<file path="config.mk">
export PLATFORM = sky130hd
export DESIGN_NAME = dec_steer
export DESIGN_NICKNAME = d
export VERILOG_FILES = /design/src/rtl/dec_steer_pkg.sv /design/src/rtl/dec_steer_pick.sv /design/src/rtl/dec_steer_seq.sv /design/src/rtl/dec_steer.sv
export SDC_FILE = /design/constraint.sdc
export NUM_CORES = 1
export LEC_CHECK = 0
export ABC_AREA = 1
export ABC_CLOCK_PERIOD_IN_PS = 2340
export BUFFER_PORTS_ARGS = -buffer_cell sky130_fd_sc_hd__buf_4
export CORE_MARGIN = 3
export CORE_UTILIZATION = 30
export DETAILED_ROUTE_END_ITERATION = 8
export PLACE_DENSITY = 0.62
export SYNTH_ARGS = -nofsm -noshare
export SYNTH_HDL_FRONTEND = slang
export SYNTH_SLANG_ARGS = --single-unit
export TNS_END_PERCENT = 20
</file>
<file path="constraint.sdc">
create_clock -name clk -period 2.34 [get_ports clk]
set_clock_uncertainty 0.05 [all_clocks]
set_input_delay 0.117 -clock clk [delete_from_list [all_inputs] [get_ports clk]]
set_output_delay 0.117 -clock clk [all_outputs]
set_load 0.005 [all_outputs]
</file>
<file path="src/rtl/dec_steer_pkg.sv">
package dec_steer_pkg;

  typedef enum logic {
    MODE_STEER = 1'b0,
    MODE_SEQ   = 1'b1
  } steer_mode_e;

  function automatic int max_i(input int a, input int b);
    return (a > b) ? a : b;
  endfunction

endpackage

</file>
<file path="src/rtl/dec_steer_pick.sv">
module dec_steer_pick #(
  parameter int NSLOT   = 3,
  parameter int CNT_W   = 5,
  parameter int BIG_MAX = 4,
  parameter int CONS_W  = 2,
  parameter int EMIT_W  = 3
) (
  input  logic [NSLOT-1:0]       q_valid,
  input  logic [NSLOT*CNT_W-1:0] q_uops,
  output logic [NSLOT-1:0]       take,
  output logic                   big_head,
  output logic [CONS_W-1:0]      take_cnt,
  output logic [EMIT_W-1:0]      take_uops
);

  logic [CNT_W-1:0] eff [NSLOT];

  for (genvar k = 0; k < NSLOT; k++) begin : g_eff
    logic [CNT_W-1:0] raw;
    assign raw    = q_uops[k*CNT_W +: CNT_W];
    assign eff[k] = (raw == '0) ? CNT_W'(1) : raw;
  end

  assign take[0]  = q_valid[0] && (eff[0] <= CNT_W'(BIG_MAX));
  assign big_head = q_valid[0] && (eff[0] >  CNT_W'(BIG_MAX));

  for (genvar k = 1; k < NSLOT; k++) begin : g_narrow
    assign take[k] = take[k-1] && q_valid[k] && (eff[k] == CNT_W'(1));
  end

  always_comb begin
    take_cnt  = '0;
    take_uops = take[0] ? EMIT_W'(eff[0]) : '0;
    for (int k = 0; k < NSLOT; k++) begin
      if (take[k]) take_cnt = take_cnt + CONS_W'(1);
    end
    for (int k = 1; k < NSLOT; k++) begin
      take_uops = take_uops + EMIT_W'(take[k]);
    end
  end

endmodule

</file>
<file path="src/rtl/dec_steer_seq.sv">
module dec_steer_seq #(
  parameter int CNT_W    = 5,
  parameter int SEQ_RATE = 4,
  parameter int EMIT_W   = 3
) (
  input  logic              clk,
  input  logic              rst_n,
  input  logic              flush,
  input  logic              load,
  input  logic [CNT_W-1:0]  load_cnt,
  output logic              busy,
  output logic              done,
  output logic [EMIT_W-1:0] emit
);

  localparam logic [CNT_W-1:0] RATE = CNT_W'(SEQ_RATE);

  logic [CNT_W-1:0] remain;
  logic [CNT_W-1:0] step;

  assign busy = (remain != '0);
  assign step = (remain <= RATE) ? remain : RATE;
  assign emit = (busy && !flush) ? EMIT_W'(step) : '0;
  assign done = busy && !flush && (remain <= RATE);

  always_ff @(posedge clk or negedge rst_n) begin
    if (!rst_n) begin
      remain <= '0;
    end else if (flush) begin
      remain <= '0;
    end else if (busy) begin
      remain <= remain - step;
    end else if (load) begin
      remain <= load_cnt;
    end
  end

endmodule

</file>
<file path="src/rtl/dec_steer.sv">
module dec_steer #(
  parameter int NSLOT    = 3,
  parameter int CNT_W    = 5,
  parameter int BIG_MAX  = 4,
  parameter int SEQ_RATE = 4,
  localparam int CONS_W   = $clog2(NSLOT + 1),
  localparam int EMIT_MAX = dec_steer_pkg::max_i(BIG_MAX + NSLOT - 1, SEQ_RATE),
  localparam int EMIT_W   = $clog2(EMIT_MAX + 1)
) (
  input  logic                   clk,
  input  logic                   rst_n,
  input  logic                   flush,
  input  logic [NSLOT-1:0]       q_valid,
  input  logic [NSLOT*CNT_W-1:0] q_uops,
  output logic [NSLOT-1:0]       slot_valid,
  output logic [CONS_W-1:0]      consume_cnt,
  output logic [EMIT_W-1:0]      uop_emit,
  output logic                   seq_busy,
  output logic                   seq_done
);
  import dec_steer_pkg::*;

  logic [NSLOT-1:0]  take;
  logic              big_head;
  logic [CONS_W-1:0] take_cnt;
  logic [EMIT_W-1:0] take_uops;
  logic [EMIT_W-1:0] seq_emit;
  logic              seq_load;
  logic              steer_ok;
  steer_mode_e       mode;

  dec_steer_pick #(
    .NSLOT(NSLOT), .CNT_W(CNT_W), .BIG_MAX(BIG_MAX),
    .CONS_W(CONS_W), .EMIT_W(EMIT_W)
  ) pick_i (
    .q_valid   (q_valid),
    .q_uops    (q_uops),
    .take      (take),
    .big_head  (big_head),
    .take_cnt  (take_cnt),
    .take_uops (take_uops)
  );

  dec_steer_seq #(
    .CNT_W(CNT_W), .SEQ_RATE(SEQ_RATE), .EMIT_W(EMIT_W)
  ) seq_i (
    .clk      (clk),
    .rst_n    (rst_n),
    .flush    (flush),
    .load     (seq_load),
    .load_cnt (q_uops[CNT_W-1:0]),
    .busy     (seq_busy),
    .done     (seq_done),
    .emit     (seq_emit)
  );

  assign mode     = seq_busy ? MODE_SEQ : MODE_STEER;
  assign steer_ok = !flush && (mode == MODE_STEER);
  assign seq_load = steer_ok && big_head;

  always_comb begin
    slot_valid  = '0;
    consume_cnt = '0;
    uop_emit    = '0;
    if (!flush) begin
      if (mode == MODE_SEQ) begin
        uop_emit = seq_emit;
      end else if (big_head) begin
        consume_cnt = CONS_W'(1);
      end else begin
        slot_valid  = take;
        consume_cnt = take_cnt;
        uop_emit    = take_uops;
      end
    end
  end

endmodule

</file>
Yosys cells after proc, flatten, opt, wreduce, memory -nomap -nowiden
Cells that the tools add are included.
W data, S select, Z words.
Storage, ports and cells
  memories: 0
  RAM bits: 0
  input port bits: 21
  output and inout bits: 10
  ROM bits: 0
  latch bits: 0
  register bits after elaboration: 5
Operators by class
  div/mod/pow operators: 0
  equal/unequal tests: 2
  order comparisons: 3
  add/sub/neg operators: 5
  multiply operators: 0
  mux-type cells: 22
  shift operators: 0
  reduce and logical (&&, ||, !) cells: 16
  bitwise gates (word level): 1
Operators by type and width (count)
  $mux W5: 7
  $mux W3: 8
  $logic_not A5 Y1: 3
  $eq A5 B1 Y1 const B: 2
  $le A5 B3 Y1 const B: 2
  $logic_and A1 B1 Y1: 10
  $mux W2: 5
  $add A3 B1 Y3: 2
  $gt A5 B3 Y1 const B: 1
  $reduce_bool A5 Y1: 1
  $sub A5 B5 Y5: 1
  $reduce_bool A3 Y1: 1
  $add A1 B1 Y2 const B: 1
  $add A2 B1 Y2 const B: 1
  $mux W1: 2
  $logic_not A1 Y1: 1
  $not A1 Y1: 1

Depth between registers and ports, before layout
Gate-level depths: netlist of run 1.
  depth in word-level cells: 12
  depth in mapped cells: 12

Modules after synthesis
A second synthesis of run 1 with hierarchy kept.
Unflattened totals
  cells, all modules: 117
  area, all modules: 777.0 µm²
Modules (own cells, without submodules)
  dec_steer_seq: area each 424.2 µm², cells an instance 57, times used 1
  dec_steer_pick: area each 249.0 µm², cells an instance 36, times used 1
  dec_steer: area each 103.8 µm², cells an instance 24, times used 1

Worst setup path before layout of run 1
Ideal clock, no wire load.
  path kind: input -> output
  start: input port q_uops[8]
  end: output port uop_emit[1]
  slack: 0.616 ns
  data arrival time: 1.557 ns
  stages on the path: 8
  cell sequence: nor3_1 > nand2_1 > nor2_8 > inv_1 > fa_1 > inv_1 > ha_1 > a22o_1
On the way
  longest elaborated chain between the ends: 10
  elaborated cells between the ends (all ways): 11
  those cells by class: 2 x add/sub; 1 x eq/ne; 4 x mux; 4 x reduce/logical
RTL lines
  from (decl): RTL line dec_steer.sv:14  | input logic [NSLOT*CNT_W-1:0] q_uops,
  $logic_not A5 Y1: RTL line dec_steer_pick.sv:21  | assign eff[k] = (raw == '0) ? CNT_W'(1) : raw;
  $mux W5 (*): RTL line dec_steer_pick.sv:21
  $eq A5 B1 Y1 (*): RTL line dec_steer_pick.sv:28  | assign take[k] = take[k-1] && q_valid[k] && (eff[k] == CNT_W'(1));
  $logic_and A1 B1 Y1 (*): RTL line dec_steer_pick.sv:28
  parallel branches: the longest is 2 deep, another holds $add A3 B1 Y3
  $add A3 B1 Y3 (*): RTL line dec_steer_pick.sv:38  | take_uops = take_uops + EMIT_W'(take[k]);
  $mux W3 (*): RTL line dec_steer.sv:68  | end else if (big_head) begin
  $mux W3 (*): RTL line dec_steer.sv:66  | if (mode == MODE_SEQ) begin
  $mux W3 (*): RTL line dec_steer.sv:65  | if (!flush) begin
  to (decl): RTL line dec_steer.sv:17  | output logic [EMIT_W-1:0] uop_emit,
Mark *: on every way between the ends.

Final worst setup path of run 1
  start: input port q_uops[1]
  end: output port uop_emit[1]
On the way
  longest elaborated chain between the ends: 12
  elaborated cells between the ends (all ways): 16
  those cells by class: 2 x add/sub; 2 x order compare; 5 x mux; 7 x reduce/logical
RTL lines (RTL line)
  $logic_not A5 Y1: dec_steer_pick.sv:21
  $mux W5 (*): dec_steer_pick.sv:21
  parallel branches: the longest is 7 deep, another holds $le A5 B3 Y1
  $mux W3 (*): dec_steer.sv:68
  $mux W3 (*): dec_steer.sv:66
  $mux W3 (*): dec_steer.sv:65
Marks and branches as above.

==> results of run 1 <==
## through the flow
step,cells,worst slack (ns)
after detailed placement,155,0.280
after CTS,160,0.280
after floorplan,100,0.616
final,160,0.293
after global placement,155,0.295
after global routing,160,0.0744
## cell usage after synthesis
master    count
nand3_4       1
nand3_1       6
a22oi_1       1
nand2_4       2
nor2_2        1
o21ai_0       5
ha_1          5
a22o_1        1
a21oi_1       5
inv_1        17
clkinv_4      1
inv_2         1
nand2_1      24
fa_1          1
nor2_4        1
nor4_1        1
o21ai_2       1
conb_1        2
nor3_4        1
nand4_1       1
dfrtp_1       5
nor3_1        3
o21ai_1       1
nor2_8        1
nor2_1       12
## per-layer routing
layer	global-route usage	wire length [um]	vias to the layer above
met5	0	0	-
met4	0.0383	14	0
met3	0.0114	75	2
met2	0.209	723	14
met1	0.147	685	291
li1	-	-	378
## logic make-up after synthesis
group           count (synthesis)
simple gates                   54
buf+inv                        19
compound gates                 14
fa+ha+maj                       6
flops                           5
other cells                     2
## final cells by class
type | count | area [um2]
multi-input cells | 76 | 457
inverters | 19 | 76.3
fillers | 212 | 1080
clock buffers | 4 | 26.3
flip-flops and latches | 5 | 125
repair buffers | 29 | 220
well taps | 27 | 33.8
## worst min-delay path, delay by kind of cell
kind	cells	cell delay [ns]
AND/OR/NAND/NOR	1	0.07
buffers and inverters	1	0.10
AO/OA/AOI/OAI	1	0.05
## path summary, 6_finish.rpt
kind / cells after the start / endpoint / slack [ns]
worst max-delay path: 10 / uop_emit[1] / 0.29
worst min-delay path: 3 / seq_i.remain[3] / 0.1
worst max register to register: 7 / seq_i.remain[0] / 1.00
worst min register to register: 2 / seq_i.remain[0] / 0.47
max in group asynchronous: 2 / seq_i.remain[3] / 1.95
min in group asynchronous: 2 / seq_i.remain[2] / 0.18
## power breakdown
part	internal [mW]	total, mW	leakage [nW]	switching [mW]
logic	0.171	0.403	0.459	0.232
registers	0.121	0.154	0.0662	0.0332
clock network	0.0643	0.0973	0.0150	0.0330
total	0.356	0.655	0.540	0.299
==> impl_metrics.tcl, run 1 <==
set metrics [dict create \
    status "complete, no violations" \
    yosysWarnings 0 \
    required_ns 2.17 \
    timing.rr.start "seq_i.remain[3]" \
    total_power_mw 0.655 \
    io_buffer_count 28 \
    largest_reg_flops 5 \
    core_area_mm2 0.00202 \
    cts-root-buf "clkbuf_4" \
    path_delay_family "adder cells" \
    synth-compound-area-share 0.122 \
    crit_buf_inv 4 \
    wl_per_cell_um 9.37 \
    row_count 16 \
    power_leakage_nw 0.540 \
    postCtsSetupRepairBufs 0 \
    top_regs "seq_i.remain: 5 flops" \
    top_register "seq_i.remain" \
    final_cell_mix "28 x buf_4, 24 x nand2_1, 17 x inv_1" \
    final_hold_viol_count 0 \
    synth_top_area_share 0.190 \
    setup_viol 0 \
    synthDistinctLibCells 25 \
    critPathLaunch "q_uops[1]" \
    grt_pass1_wl_um 2540 \
    cts_hold_buf 1 \
    synth.avg_cell_area_um2 6.58 \
    die_y_um 52.8 \
    num_antenna_cells 0 \
    top_level_ports 31 \
    final_area_um2 938 \
    fin_tns_setup_ns 0 \
    rsz0062_at_grt "false" \
    cp_slowest_cell "fa_1" \
    cts.path.max_buffers 2 \
    critPathKind "primary input to output pin" \
    syn_to_final_growth_pct 42.6 \
    power_per_cell_area_mw_per_mm2 698 \
    synthSimpleGateAreaFrac 0.435 \
    synth.area.mux_share 0 \
    drc 0 \
    max_freq_ghz 0.489 \
    cts_tree "yes" \
    synth_nets 127 \
    cts_resized 0 \
    ant_nets 0 \
    finalMaxSlewViolations 0 \
    worstHoldStart "q_uops[3]" \
    fin_crit_ns 2.05 \
    clk_latency_ns 0.24 \
    synth_top_area_cell "dfrtp_1" \
    cts_buffers 3 \
    worstPathMaxFanout 6 \
    nets 161 \
    hold_class "primary input to flop" \
    start_util 0.325 \
    gp_congestion 0.800 \
    yosys-top-cells-area "dfrtp_1 19%, nand2_1 14%, inv_1 9.7%" \
    antenna_found_initial 0 \
    utilization 0.464 \
    drtIter0Drc 6 \
    drive_gt1_frac 0.308 \
    worstPathCellList "buf_4, o21ai_2, nand3_4, nor2_8, inv_1, fa_1, inv_1, ha_1, a22o_1, buf_4" \
    cp-start-kind "primary input" \
    cts_sinks 5 \
    final_common_cell "buf_4" \
    synth_area_um2 658 \
    htree_levels 1 \
    cap_violations 0 \
    synth_fa_ha_area_frac 0.125 \
    fin_hold_ws_ns 0.0978 \
    grtUsageTotal 0.118 \
    routed_wl_um 1500 \
    cts.clk_slew.worst_paths_ns 0.04 \
    grt_pass1_vias 648 \
    avgViaCountPerCell 4.28 \
    syn-instance-count 100 \
    synth_xor_area_frac 0 \
    die_area_mm2 0.00279 \
    arrival_ns 1.88 \
    dr.pass1.iters 4 \
    cpPeakStageDelay_ns 0.42 \
    dpl_cell_area_um2 902 \
    synth_top_family_by_area "simple AND/OR/NAND/NOR gates" \
    grt_max_degree 8 \
    cp-end-kind "output pin" \
    overflow 0 \
    post-dp-hpwl_um 1290 \
    ir_worst_vdd_uv 274 \
    ys_seq_area_frac 0.190 \
    period_share 0.875 \
    fp.dieW_um 52.8 \
    ys_ff_latch 5 \
    num_vias 685 \
]
Note: power is estimated with default switching activity, not from simulation.
==> run 2, diff against run 1 <==
--- a/config.mk
+++ b/config.mk
@@ -5,8 +5,7 @@
 export SDC_FILE = /design/constraint.sdc
 export NUM_CORES = 1
 export LEC_CHECK = 0
-export ABC_AREA = 1
-export ABC_CLOCK_PERIOD_IN_PS = 2340
+export ABC_AREA = 0
 export BUFFER_PORTS_ARGS = -buffer_cell sky130_fd_sc_hd__buf_4
 export CORE_MARGIN = 3
 export CORE_UTILIZATION = 30
==> run 2 against run 1 <==
  * Synthesized cell count shrank 19%
  * Utilization grew 0.31 points
  * Via count shrank 1.2%
  * Die area shrank 3.0%
  * Setup slack lost 0.023 ns
  * Critical path depth is the same
  * Fmax shrank 1.1%
  * Critical path type unchanged
  * Final area shrank 1.3%
  * Hold slack lost 0.064 ns
  * Flip-flop and latch count is the same
  * First-iteration DRC count grew 50%
  * Highest routed layer is now met3
==> impl_metrics.tcl, run 2 <==
set metrics [dict create \
    power_leakage_nw 0.423 \
    cp-start-kind "primary input" \
    gp_congestion 0.756 \
    clk_latency_ns 0.24 \
    syn_to_final_growth_pct 45.7 \
    period_share 0.884 \
    antenna_found_initial 0 \
    synthTopCellsByCount "7 x a21oi_1, 7 x nand2_1, 6 x inv_1, 6 x nor2_1" \
    cpPeakStageDelay_ns 0.39 \
    cp_slowest_cell "fa_1" \
    crit_top_cell "buf_4" \
    regArea_um2 125 \
    critPathLaunch "q_uops[3]" \
    nets 143 \
    grt_pass1_vias 609 \
    top_regs "seq_i.remain: 5 flops" \
    worstPathMaxFanout 5 \
    ys_ff_latch 5 \
    final_cell_mix "30 x buf_4, 7 x nand2_1, 7 x a21oi_1" \
    drive_gt1_frac 0.365 \
    fin_crit_ns 2.07 \
    r2r_setup_slack_ns 0.75 \
    overflow 0 \
    cp-end-kind "output pin" \
    cts-root-buf "clkbuf_4" \
    critPathKind "primary input to output pin" \
    ant_nets 0 \
    grtUsageTotal 0.116 \
    routed_wl_um 1470 \
    top_level_ports 31 \
    row_count 16 \
    drc 0 \
    cts.clk_slew.worst_paths_ns 0.04 \
    ys_seq_area_frac 0.197 \
    num_vias 677 \
    cts_sinks 5 \
    cap_violations 0 \
    start_util 0.321 \
    max_freq_ghz 0.483 \
    timing.rr.start "seq_i.remain[2]" \
    cts_buffers 3 \
    avgViaCountPerCell 4.77 \
    multi_input_area_um2 479 \
    drtIter0Drc 9 \
    synthDistinctLibCells 34 \
    core_area_mm2 0.00198 \
    top_register "seq_i.remain" \
    yosys_most_used_dff "dfrtp_1" \
    cts.path.max_buffers 2 \
    post-place-cells 137 \
    worstPathCellList "buf_4, nor3b_4, nand4_4, or2_1, fa_1, inv_1, ha_1, xor2_1, o21ai_1, buf_4" \
    status "complete, no violations" \
    yosysWarnings 0 \
    fp.dieW_um 52.0 \
    synth_top_area_share 0.197 \
    postCtsSetupRepairBufs 0 \
    die_y_um 52.0 \
    synth_area_um2 636 \
    die_area_mm2 0.00271 \
    power_per_cell_area_mw_per_mm2 785 \
    final_common_cell "buf_4" \
    largest_reg_flops 5 \
    setup_viol 0 \
    required_ns 2.17 \
    fillCellCount 216 \
    cts_tree "yes" \
    synth.avg_cell_area_um2 7.85 \
    syn-instance-count 81 \
    grt_pass1_wl_um 2500 \
    ir_worst_vdd_uv 385 \
    htree_levels 1 \
    grt_max_degree 9 \
    wl_per_cell_um 10.4 \
    final_hold_viol_count 0 \
    instances_no_fill 142 \
    fin_tns_setup_ns 0 \
    rr_endpoint "seq_i.remain[2]" \
    dr.pass1.iters 4 \
    endpoint "uop_emit[2]" \
    arrival_ns 1.90 \
    synth_edf_count 0 \
    synth_top_area_cell "dfrtp_1" \
    setup_slack_ns 0.270 \
    post-dp-hpwl_um 1260 \
    hold_class "primary input to flop" \
    async_flop_share 1.00 \
    cts_resized 0 \
    total_power_mw 0.727 \
    synth_nets 108 \
    io_buffer_count 28 \
    rr_worst_depth 5 \
    pre_cts_slack_ns 0.254 \
    yosys-top-cells-area "dfrtp_1 20%, ha_1 9.8%, a21oi_1 5.5%" \
    whs_path_depth 2 \
    rsz0062_at_grt "false" \
    num_antenna_cells 0 \
    finalMaxSlewViolations 0 \
]
run 2: per-layer routing:
| layer | wire [um] | part of all wire | vias up | GRT usage |
|---|---|---|---|---|
| met5 | 0 | 0 | - | 0 |
| met1 | 690 | 0.47 | 315 | 0.166 |
| met4 | 0 | 0 | 0 | 0.0393 |
| met2 | 729 | 0.49 | 14 | 0.188 |
| li1 | - | - | 348 | - |
| met3 | 54 | 0.037 | 0 | 0 |
run 2: cell families after synthesis:
logic type / count (synthesis) / synth area share
AND/OR/NAND/NOR: 38 / 0.404
other: 2 / 0.0118
buffers and inverters: 8 / 0.0492
XOR/XNOR: 1 / 0.0138
adder cells (fa/ha/maj): 6 / 0.130
flip-flops: 5 / 0.197
AO/OA/AOI/OAI: 21 / 0.195
run 2: repair_timing:
item	CTS	global route
hold endpoints to repair	5	0
setup endpoints to repair	0	0
hold buffers	1	0
run 2: final cells by class:
| type | instances | share of cell area |
|---|---|---|
| flip-flops and latches | 5 | 0.135 |
| well taps | 27 | 0.0365 |
| clock buffers | 4 | 0.0284 |
| repair buffers | 31 | 0.254 |
| multi-input cells | 68 | 0.518 |
| inverters | 7 | 0.0284 |
run 2: worst min-delay path by stage:
stage,start,to,slack (ns)
3_5_place_dp,rst_n,seq_i.remain[4],-0.13
4_1_cts,flush,seq_i.remain[1],0.03
3_3_place_gp,rst_n,seq_i.remain[2],-0.13
2_1_floorplan,rst_n,seq_i.remain[0],-0.23
5_1_grt,flush,seq_i.remain[3],0.03
6_report,flush,seq_i.remain[2],0.03
run 2: through the flow:
| step | cell area [um2] | hold WS, ns | utilization |
|---|---|---|---|
| final | 926 | 0.0340 | 0.467 |
| after global routing | 926 | 0.0281 | 0.467 |
| after CTS | 926 | 0.0323 | 0.467 |
| after detailed placement | 890 | -0.132 | 0.449 |
| after global placement | 890 | -0.132 | 0.449 |
| after floorplan | 636 | -0.229 | - |
run 2: power by group:
group          switching (mW)  internal, mW  leakage, nW
Combinational           0.232         0.221        0.341
Sequential             0.0570         0.121       0.0672
Clock                  0.0319        0.0642       0.0150
run 2: critical path, delay by kind of cell:
kind                       cells  cell delay, ns
AOI/OAI and AO/OA              1            0.08
xor gates and xnor gates       1            0.14
adders and majority gates      2            0.54
buffers and inverters          3            0.33
and+or+nand+nor                3            0.70
==> run 3, diff against run 2 <==
--- a/config.mk
+++ b/config.mk
@@ -9,6 +9,7 @@
 export BUFFER_PORTS_ARGS = -buffer_cell sky130_fd_sc_hd__buf_4
 export CORE_MARGIN = 3
 export CORE_UTILIZATION = 30
+export CTS_BUF_LIST = sky130_fd_sc_hd__clkbuf_8 sky130_fd_sc_hd__clkbuf_16
 export DETAILED_ROUTE_END_ITERATION = 8
 export PLACE_DENSITY = 0.62
 export SYNTH_ARGS = -nofsm -noshare
==> run 3 against run 2 <==
  * Combinational power rose by 1%
  * Total power up 8.7%
  * Setup slack got worse by 0.0022 ns
  * Final area increased by 2.0%
  * Routed wire length increased by 4.8%
  * Register-to-register slack worse by 0.03 ns
  * Clock power is 59% higher
  * Global-route usage grew 1.1 points
  * Clock-buffer cell count fell by 1
  * Critical endpoint unchanged
==> impl_metrics.tcl, run 3 (synthesized netlist as in run 2, its figures left out) <==
set metrics [dict create \
    final_hold_viol_count 0 \
    cts-root-buf "clkbuf_8" \
    final_cell_mix "30 x buf_4, 7 x nand2_1, 7 x inv_1, 7 x a21oi_1, 6 x nor2_1" \
    grt_pass1_wl_um 2640 \
    setup_viol 0 \
    routed_wl_um 1550 \
    finalMaxSlewViolations 0 \
    post-dp-hpwl_um 1260 \
    dpl_cell_area_um2 890 \
    start_util 0.321 \
    cts.clk_slew.worst_paths_ns 0.04 \
    die_y_um 52.0 \
    largest_reg_flops 5 \
    fin_tns_setup_ns 0 \
    power_per_cell_area_mw_per_mm2 836 \
    top_regs "seq_i.remain: 5 flops" \
    cp-start-kind "primary input" \
    drtIter0Drc 7 \
    crit_top_cell "buf_4" \
    gp_congestion 0.756 \
    period_share 0.885 \
    avgViaCountPerCell 4.80 \
    cts_tree "yes" \
    status "complete, no violations" \
    hold_class "primary input to flop" \
    worstPathMaxFanout 5 \
    cp-end-kind "output pin" \
    cts_buffers 3 \
    rsz0062_at_grt "false" \
    top_register "seq_i.remain" \
    die_area_mm2 0.00271 \
    required_ns 2.17 \
    cap_violations 0 \
    wl_per_cell_um 10.9 \
    arrival_ns 1.90 \
    cp_slowest_cell "fa_1" \
    dr.pass1.iters 5 \
    grtUsageTotal 0.127 \
    path_delay_family "simple AND/OR/NAND/NOR gates" \
    drc 0 \
    grt_pass1_vias 635 \
    row_count 16 \
    fin_crit_ns 2.07 \
    power_leakage_nw 0.435 \
    num_vias 682 \
    syn_to_final_growth_pct 48.6 \
    num_antenna_cells 0 \
    drive_gt1_frac 0.365 \
    antenna_found_initial 0 \
    cts.path.max_buffers 2 \
    final_area_um2 945 \
    cts_resized 0 \
    ir_worst_vdd_uv 426 \
    grt_max_degree 9 \
    top_level_ports 31 \
    critPathLaunch "q_uops[3]" \
    max_freq_ghz 0.483 \
    critPathKind "primary input to output pin" \
    overflow 0 \
    cts_sinks 5 \
    ant_nets 0 \
    htree_levels 1 \
    cpPeakStageDelay_ns 0.39 \
    clk_latency_ns 0.22 \
    worstHoldStart "flush" \
    timing.rr.start "seq_i.remain[2]" \
    crit_buf_inv 3 \
    final_common_cell "buf_4" \
    nets 143 \
    core_area_mm2 0.00198 \
    io_buffer_count 28 \
    worstPathCellList "buf_4, nor3b_4, nand4_4, or2_1, fa_1, inv_1, ha_1, xor2_1, o21ai_1, buf_4" \
    r2r_setup_slack_ns 0.72 \
    fp.dieW_um 52.0 \
]
-- run 3: changes by cell type in the layout (fill, tap and decap cells not counted), sizes merged --
cell and change:
inv +1, clkbuf -1
-- run 3: routing by layer --
metal | GRT usage | vias to the layer above | part of all wire
li1 | - | 348 | -
met1 | 0.167 | 312 | 0.45
met2 | 0.201 | 22 | 0.50
met3 | 0.0258 | 0 | 0.047
met4 | 0.0524 | 0 | 0
met5 | 0 | - | 0
-- run 3: cell type report --
class                      instances  area [um2]
clock buffer                       3        41.3
clock inverter                     1        3.75
sequential                         5         125
timing repair buffer              31         235
tap                               27        33.8
inverter                           7        26.3
multi-input combinational         68         479
fill                             210        1040
-- run 3: per-stage QoR --
stage	hold slack, ns	util	setup slack [ns]	power [mW]	cells
finish	0.0557	0.477	0.268	0.790	142
global route	0.0555	0.477	0.127	0.856	142
CTS	0.0589	0.477	0.257	0.794	142
detailed placement	-0.132	0.449	0.254	0.634	137
global placement	-0.132	0.449	0.284	0.626	137
floorplan	-0.229	-	0.505	0.468	81
-- run 3: timing repair --
action | CTS | global route
buffers inserted | 0 | 0
endpoints found under the hold margin | 5 | 0
hold buffers | 1 | 0
-- run 3: final timing paths --
check / end / cells past startpoint
min in group asynchronous: seq_i.remain[2] / 2
max: uop_emit[2] / 10
min: seq_i.remain[2] / 2
max reg2reg: seq_i.remain[2] / 5
min reg2reg: seq_i.remain[0] / 2
max in group asynchronous: seq_i.remain[0] / 2
-- run 3: power breakdown --
group	switching, mW	internal, mW	leakage [nW]
Clock	0.0404	0.112	0.0269
Combinational	0.239	0.221	0.341
Sequential	0.0568	0.121	0.0672
